**config.mk**
```make
export PLATFORM = sky130hd
export DESIGN_NAME = biquad_df1_fs
export DESIGN_NICKNAME = d
export VERILOG_FILES = /design/src/rtl/biq_pkg.sv /design/src/rtl/biq_mac.sv /design/src/rtl/biq_quant.sv /design/src/rtl/biq_hist.sv /design/src/rtl/biquad_df1_fs.sv
export SDC_FILE = /design/constraint.sdc
export NUM_CORES = 1
export LEC_CHECK = 0
export BUFFER_PORTS_ARGS = -buffer_cell sky130_fd_sc_hd__buf_4
export CAP_MARGIN = 15
export CELL_PAD_IN_SITES_DETAIL_PLACEMENT = 1
export CELL_PAD_IN_SITES_GLOBAL_PLACEMENT = 1
export CORE_ASPECT_RATIO = 1.75
export CORE_UTILIZATION = 30
export CTS_CLUSTER_SIZE = 10
export DETAILED_ROUTE_END_ITERATION = 10
export GPL_TIMING_DRIVEN = 0
export HOLD_SLACK_MARGIN = 0.12
export MAX_ROUTING_LAYER = met4
export PLACE_DENSITY = 0.62
export SLEW_MARGIN = 20
export SYNTH_ARGS = -nofsm -noshare
export SYNTH_HDL_FRONTEND = slang
export SYNTH_SLANG_ARGS = --single-unit
```
**constraint.sdc**
```tcl
create_clock -name clk -period 8.88 [get_ports clk]
set_input_delay 1.776 -clock clk [delete_from_list [all_inputs] [get_ports clk]]
set_output_delay 1.776 -clock clk [all_outputs]
set_load 0.01 [all_outputs]
```
**src/rtl/biq_pkg.sv**
```systemverilog
package biq_pkg;

  typedef enum logic [0:0] {
    POLE_PLAIN   = 1'b0,
    POLE_NEAR_DC = 1'b1
  } pole_mode_e;

  // Integer offset added to the first feedback coefficient so that the
  // full-width history terms can be accumulated exactly.
  function automatic int fb_offset_a1(input pole_mode_e m);
    return (m == POLE_NEAR_DC) ? 2 : 1;
  endfunction

  // Integer offset added to the second feedback coefficient.
  function automatic int fb_offset_a2(input pole_mode_e m);
    return (m == POLE_NEAR_DC) ? -1 : 0;
  endfunction

endpackage

```
**src/rtl/biq_mac.sv**
```systemverilog
module biq_mac #(
  parameter int DW      = 16,
  parameter int KW      = 19,
  parameter int ACCW    = 38,
  parameter bit NEAR_DC = 1'b0,
  parameter logic signed [KW-1:0] K_B0 = '0,
  parameter logic signed [KW-1:0] K_B1 = '0,
  parameter logic signed [KW-1:0] K_B2 = '0,
  parameter logic signed [KW-1:0] K_A1 = '0,
  parameter logic signed [KW-1:0] K_A2 = '0
) (
  input  logic signed [DW-1:0]   x0,
  input  logic signed [DW-1:0]   x1,
  input  logic signed [DW-1:0]   x2,
  input  logic signed [DW-1:0]   y1,
  input  logic signed [DW-1:0]   y2,
  input  logic signed [ACCW-1:0] f1,
  input  logic signed [ACCW-1:0] f2,
  output logic signed [ACCW-1:0] acc
);

  // Exact product: both operands sign-extended to the accumulator width.
  function automatic logic signed [ACCW-1:0] mulx(
    input logic signed [DW-1:0] s,
    input logic signed [KW-1:0] c
  );
    logic signed [ACCW-1:0] se;
    logic signed [ACCW-1:0] ce;
    se = ACCW'(s);
    ce = ACCW'(c);
    return se * ce;
  endfunction

  logic signed [ACCW-1:0] fwd_sum;
  logic signed [ACCW-1:0] fbk_sum;
  logic signed [ACCW-1:0] wide_hist;

  always_comb begin
    fwd_sum   = mulx(x0, K_B0) + mulx(x1, K_B1) + mulx(x2, K_B2);
    fbk_sum   = mulx(y1, K_A1) + mulx(y2, K_A2);
    wide_hist = NEAR_DC ? ((f1 <<< 1) - f2) : f1;
    acc       = fwd_sum - fbk_sum + wide_hist;
  end

endmodule

```
**src/rtl/biq_quant.sv**
```systemverilog
module biq_quant #(
  parameter int DW   = 16,
  parameter int CF   = 15,
  parameter int ACCW = 38
) (
  input  logic signed [ACCW-1:0] acc,
  output logic signed [DW-1:0]   y_word,
  output logic signed [ACCW-1:0] full_next,
  output logic                   sat_hi,
  output logic                   sat_lo
);

  localparam logic signed [ACCW-1:0] Y_MAX = ACCW'((2 ** (DW - 1)) - 1);
  localparam logic signed [ACCW-1:0] Y_MIN = ACCW'(-(2 ** (DW - 1)));

  logic signed [ACCW-1:0] y_trunc;
  logic signed [DW-1:0]   y_c;

  always_comb begin
    y_trunc = acc >>> CF;
    sat_hi  = (y_trunc > Y_MAX);
    sat_lo  = (y_trunc < Y_MIN);
    if (sat_hi)      y_c = Y_MAX[DW-1:0];
    else if (sat_lo) y_c = Y_MIN[DW-1:0];
    else             y_c = y_trunc[DW-1:0];
    y_word    = y_c;
    full_next = (sat_hi || sat_lo) ? (ACCW'(y_c) <<< CF) : acc;
  end

endmodule

```
**src/rtl/biq_hist.sv**
```systemverilog
module biq_hist #(
  parameter int DW   = 16,
  parameter int CF   = 15,
  parameter int ACCW = 38
) (
  input  logic                   clk,
  input  logic                   rst,
  input  logic                   load,
  input  logic signed [DW-1:0]   x_new,
  input  logic signed [DW-1:0]   y_new,
  input  logic signed [ACCW-1:0] f_new,
  output logic signed [DW-1:0]   x1,
  output logic signed [DW-1:0]   x2,
  output logic signed [DW-1:0]   y1,
  output logic signed [DW-1:0]   y2,
  output logic signed [ACCW-1:0] f1,
  output logic signed [ACCW-1:0] f2
);

  localparam logic signed [ACCW-1:0] ONE_WORD = ACCW'(2 ** CF);

  always_ff @(posedge clk) begin
    if (rst) begin
      x1 <= '0;
      x2 <= '0;
      y1 <= '0;
      y2 <= '0;
      f1 <= '0;
      f2 <= '0;
    end else if (load) begin
      x2 <= x1;
      x1 <= x_new;
      y2 <= y1;
      y1 <= y_new;
      f2 <= f1;
      f1 <= f_new;
    end
  end

  // Residue between stored full-width output and stored output word.
  logic signed [ACCW-1:0] residue1;
  assign residue1 = f1 - (ACCW'(y1) <<< CF);

  AST_RESIDUE_RANGE: assert property (@(posedge clk) disable iff (rst)
    (residue1 >= '0) && (residue1 < ONE_WORD));

endmodule

```
**src/rtl/biquad_df1_fs.sv**
```systemverilog
module biquad_df1_fs #(
  parameter int DW = 16,
  parameter int CW = 17,
  parameter int CF = 15,
  parameter biq_pkg::pole_mode_e POLE_MODE = biq_pkg::POLE_PLAIN,
  parameter logic signed [CW-1:0] B0 = 17'sd2048,
  parameter logic signed [CW-1:0] B1 = 17'sd4096,
  parameter logic signed [CW-1:0] B2 = 17'sd2048,
  parameter logic signed [CW-1:0] A1 = -17'sd32768,
  parameter logic signed [CW-1:0] A2 = 17'sd8192
) (
  input  logic          clk,
  input  logic          rst,
  input  logic [DW-1:0] x_in,
  input  logic          x_valid,
  output logic [DW-1:0] y_out,
  output logic          y_valid
);

  localparam int KW   = CW + 2;        // room for the +2 / -1 offsets
  localparam int ACCW = DW + KW + 3;   // five products plus two wide terms
  localparam bit NEAR = (POLE_MODE == biq_pkg::POLE_NEAR_DC);

  localparam logic signed [KW-1:0] K_B0 = KW'(B0);
  localparam logic signed [KW-1:0] K_B1 = KW'(B1);
  localparam logic signed [KW-1:0] K_B2 = KW'(B2);
  localparam logic signed [KW-1:0] K_A1 =
    KW'(A1) + KW'(biq_pkg::fb_offset_a1(POLE_MODE) * (2 ** CF));
  localparam logic signed [KW-1:0] K_A2 =
    KW'(A2) + KW'(biq_pkg::fb_offset_a2(POLE_MODE) * (2 ** CF));

  localparam logic [DW-1:0] OUT_MAX = {1'b0, {(DW-1){1'b1}}};
  localparam logic [DW-1:0] OUT_MIN = {1'b1, {(DW-1){1'b0}}};

  logic signed [DW-1:0]   xs;
  logic signed [DW-1:0]   hx1, hx2, hy1, hy2;
  logic signed [ACCW-1:0] hf1, hf2;
  logic signed [ACCW-1:0] acc;
  logic signed [DW-1:0]   y_word;
  logic signed [ACCW-1:0] full_next;
  logic                   sat_hi;   // event: this sample clamps high
  logic                   sat_lo;   // event: this sample clamps low

  assign xs = x_in;

  biq_mac #(
    .DW(DW), .KW(KW), .ACCW(ACCW), .NEAR_DC(NEAR),
    .K_B0(K_B0), .K_B1(K_B1), .K_B2(K_B2), .K_A1(K_A1), .K_A2(K_A2)
  ) u_mac (
    .x0(xs), .x1(hx1), .x2(hx2), .y1(hy1), .y2(hy2),
    .f1(hf1), .f2(hf2), .acc(acc)
  );

  biq_quant #(.DW(DW), .CF(CF), .ACCW(ACCW)) u_quant (
    .acc(acc), .y_word(y_word), .full_next(full_next),
    .sat_hi(sat_hi), .sat_lo(sat_lo)
  );

  biq_hist #(.DW(DW), .CF(CF), .ACCW(ACCW)) u_hist (
    .clk(clk), .rst(rst), .load(x_valid),
    .x_new(xs), .y_new(y_word), .f_new(full_next),
    .x1(hx1), .x2(hx2), .y1(hy1), .y2(hy2), .f1(hf1), .f2(hf2)
  );

  always_ff @(posedge clk) begin
    if (rst) y_valid <= 1'b0;
    else     y_valid <= x_valid;
  end

  assign y_out = hy1;

  AST_VALID_FOLLOWS: assert property (@(posedge clk) disable iff (rst)
    x_valid |=> y_valid);
  AST_VALID_ONLY: assert property (@(posedge clk) disable iff (rst)
    !x_valid |=> !y_valid);
  AST_HOLD_IDLE: assert property (@(posedge clk) disable iff (rst)
    !x_valid |=> $stable(y_out));
  AST_SAT_HIGH: assert property (@(posedge clk) disable iff (rst)
    (x_valid && sat_hi) |=> (y_out == OUT_MAX));
  AST_SAT_LOW: assert property (@(posedge clk) disable iff (rst)
    (x_valid && sat_lo) |=> (y_out == OUT_MIN));

endmodule

```
==> run_results.csv <==
group,metric,value,unit
worst_hold_path,hp-start,"u_hist.f1[3]$_SDFFE_PP0P_",
worst_setup_path,cp.required,9.14,ns
worst_setup_path,crit_slowest_cell,"fa_1",
finish,finalNetCount,966,
floorplanning,pin_count,36,
worst_setup_path,cp_slowest_stage_delay,0.52,ns
finish,postLayoutCellArea,8392,um2
cts,cts_root_buffer,"clkbuf_16",
logic_synthesis,syn_nets,917,
sta,min_period,8.487,ns
global_route,grt_first_pass_wirelength,33730,um
detailed_routing,vias,6027,
logic_synthesis,ys_ff_latch,101,
floorplanning,start_util,30.62,%
logic_synthesis,synthArstFlopShare,0,%
logic_synthesis,synth_area_leaders,"dfxtp_1 27%, fa_1 11%, ha_1 9.9%",
global_route,grt_start_max_net_pins,17,
detailed_routing,first_pass_iters,6,
worst_setup_path,worst-path-max-fanout,10,
logic_synthesis,syn_inst,799,
place,pre_cts_slack,-0.7311,ns
detailed_routing,viasPerCell,5.191,
worst_setup_path,cp_num_cells,27,
finish,areaGrowthSynthToFinish,14.06,%
worst_setup_path,worstPathBufferInverterCount,3,
logic_synthesis,synth_edf_count,0,
sta,worstMarginPinSlew,1.038,ns
logic_synthesis,synthFlopType,"dfxtp_1",
worst_setup_path,r2r_cells,26,
cts,cts_buffers,9,
floorplanning,die_area,25180,um2
power,power.leakage,3.561,nW
job,drv_cap,0,
logic_synthesis,avgSynthCellArea,9.208,um2
sta,finalSetupViolCount,0,
worst_setup_path,regToRegSetupSlack,1.57,ns
finish,layout-drive-gt1-share,11.14,%
worst_hold_path,min_to,"u_hist.f1[3]$_SDFFE_PP0P_",
logic_synthesis,synth_top_area_share,27.48,%
place,port_buffers,33,
detailed_routing,ant_nets,0,
worst_setup_path,critPathTopFamily,"compound AO/OA/AOI/OAI gates",
place,dp_hpwl,17040,um
logic_synthesis,synth_cell_types,66,
logic_synthesis,syn_area,7357,um2
finish,n_antenna_cell,0,
detailed_routing,routedWlPerCell,18.10,um
worst_setup_path,cpMostUsedCell,"a21o_1",
worst_setup_path,setup.worst_path.class,"in2reg",
global_route,grtUsageTotal,18.05,%
logic_synthesis,seq_area_frac_synth,27.48,%
floorplanning,core,24020,um2
global_route,antenna_found_initial,0,
sta,rsz0062_at_grt,"no",
worst_setup_path,r2r_start,"u_hist.x1[0]$_SDFFE_PP0P_",
logic_synthesis,yosysWarnings,0,
cts,cts_tree,"yes",
worst_setup_path,crit_arrival,8.74,ns
cts,clock-sinks,101,
global_route,grt_pass1_vias,6547,
outcome,status,"completed",
cts,htree_levels,3,
place,gp_congestion,0.8534,
floorplanning,die_x,120.4,um
sta,fmax,117.8,MHz
floorplanning,die_y,209.2,um
power,ir_drop,0.0001336,V
floorplanning,rows,75,
worst_setup_path,worst_setup_path_start_kind,"primary input",
logic_synthesis,yosysTopAreaCell,"dfxtp_1",
sta,fin_skew,0.008866,ns
sta,drv_slew,0,
sta,hold_violations,0,
detailed_routing,drt-initial-drc-count,155,
finish,post-route-util,34.93,%
logic_synthesis,synth_common_cells,"101 x dfxtp_1, 86 x nor2_1, 58 x ha_1",
worst_hold_path,holdPathStages,2,
sta,slew_headroom,30.77,%
worst_setup_path,crit_path_end_kind,"register",
sta,finalCritPeriodShare,95.58,%
power,power_density,415.8,nW/um2
cts,clk_pin_slew_worst_paths,0.07,ns
place,postPlaceCellArea,8018,um2
logic_synthesis,synth_most_common_cell,"dfxtp_1",
sta,whs,0.4711,ns
worst_setup_path,rr_endpoint,"u_hist.y1[6]$_SDFFE_PP0P_",
detailed_routing,wirelength,21010,um
sta,setup_ws,0.3928,ns
power,finalPower,3.489,mW
cts,clock_latency,0.37,ns
global_route,grt_overflow,0,
cts,clk_path_buf_depth,2,
worst_hold_path,min_path_type,"reg2reg",
detailed_routing,drt_drc_violations_left,0,
## cell usage in the layout (no fill, tap or decap), types with 23 or more instances in the layout
cell,count
nor2_1,85
buf_4,37
clkbuf_1,23
xnor2_1,25
ha_1,58
nand2_1,39
mux2i_1,48
fa_1,41
a21o_1,27
o21ai_0,25
dfxtp_1,101
inv_1,54
a21oi_1,43
## worst max path at each step
stage	startpoint	endpoint	slack (ns)
2_1_floorplan	x_in[2]	u_hist.y1[14]$_SDFFE_PP0P_	0.49
3_3_place_gp	x_in[2]	u_hist.y1[14]$_SDFFE_PP0P_	-1.75
3_5_place_dp	x_in[2]	u_hist.y1[14]$_SDFFE_PP0P_	-0.73
4_1_cts	x_in[1]	u_hist.y1[6]$_SDFFE_PP0P_	0.02
5_1_grt	x_in[2]	u_hist.y1[13]$_SDFFE_PP0P_	0.02
6_report	x_in[2]	u_hist.y1[6]$_SDFFE_PP0P_	0.39
## state kept, by name (all words and copies together) (netlist names)
signal     flops
u_hist.f1     36
u_hist.x1     16
u_hist.x2     16
u_hist.y1     16
u_hist.y2     16
y_valid        1
## layout make-up
cell class                 count  area [um2]
buffer                        35       183.9
clock buffer                  11       252.7
clock inverter                 5       33.78
fill                        2891       15630
inverter                      54       202.7
multi-input combinational    609        5019
sequential                   101        2022
tap                          308       385.4
timing repair buffer          38       292.8
## worst min-delay path, stage by stage (launching register included)
cell and delay [ns]:
dfxtp_1 0.33, nand2_1 0.06, o21ai_1 0.05
## per-stage QoR
stage,instances,setup TNS (ns)
2_1_floorplan,799,0
3_3_place_gp,1140,-68.20
3_5_place_dp,1142,-17.64
4_1_cts,1158,0
5_1_grt,1161,0
6_report,1161,0
## what timing repair did
| item | in CTS | in global routing |
|---|---|---|
| buffers inserted | 0 | 3 |
| hold buffers | 0 | 0 |
| hold endpoints to repair | 0 | 0 |
| resized for setup | 3 | 12 |
| endpoints found under the setup margin | 28 | 38 |
| pin swaps | 0 | 2 |
## per-layer routing
| metal | vias to the layer above | global-route usage [%] | share of wire [%] |
|---|---|---|---|
| li1 | 2946 | - | - |
| met1 | 2978 | 17.26 | 38 |
| met2 | 69 | 35.63 | 58 |
| met3 | 34 | 2.102 | 1.7 |
| met4 | 0 | 7.109 | 2.7 |
| met5 | - | - | 0 |
## power by group
part | internal, mW | total (mW) | switching (mW)
Sequential | 0.546 | 0.614 | 0.0682
Combinational | 0.972 | 2.48 | 1.51
Clock | 0.206 | 0.396 | 0.190
## kinds of logic after synthesis
group | synth area share [%]
XOR/XNOR | 5.238
AO/OA/AOI/OAI | 21.92
flip-flops | 27.48
buffers and inverters | 5.221
adder cells (fa/ha/maj) | 21.02
AND/OR/NAND/NOR | 12.40
multiplexers | 6.718
Note: power is estimated with default switching activity, not from simulation.
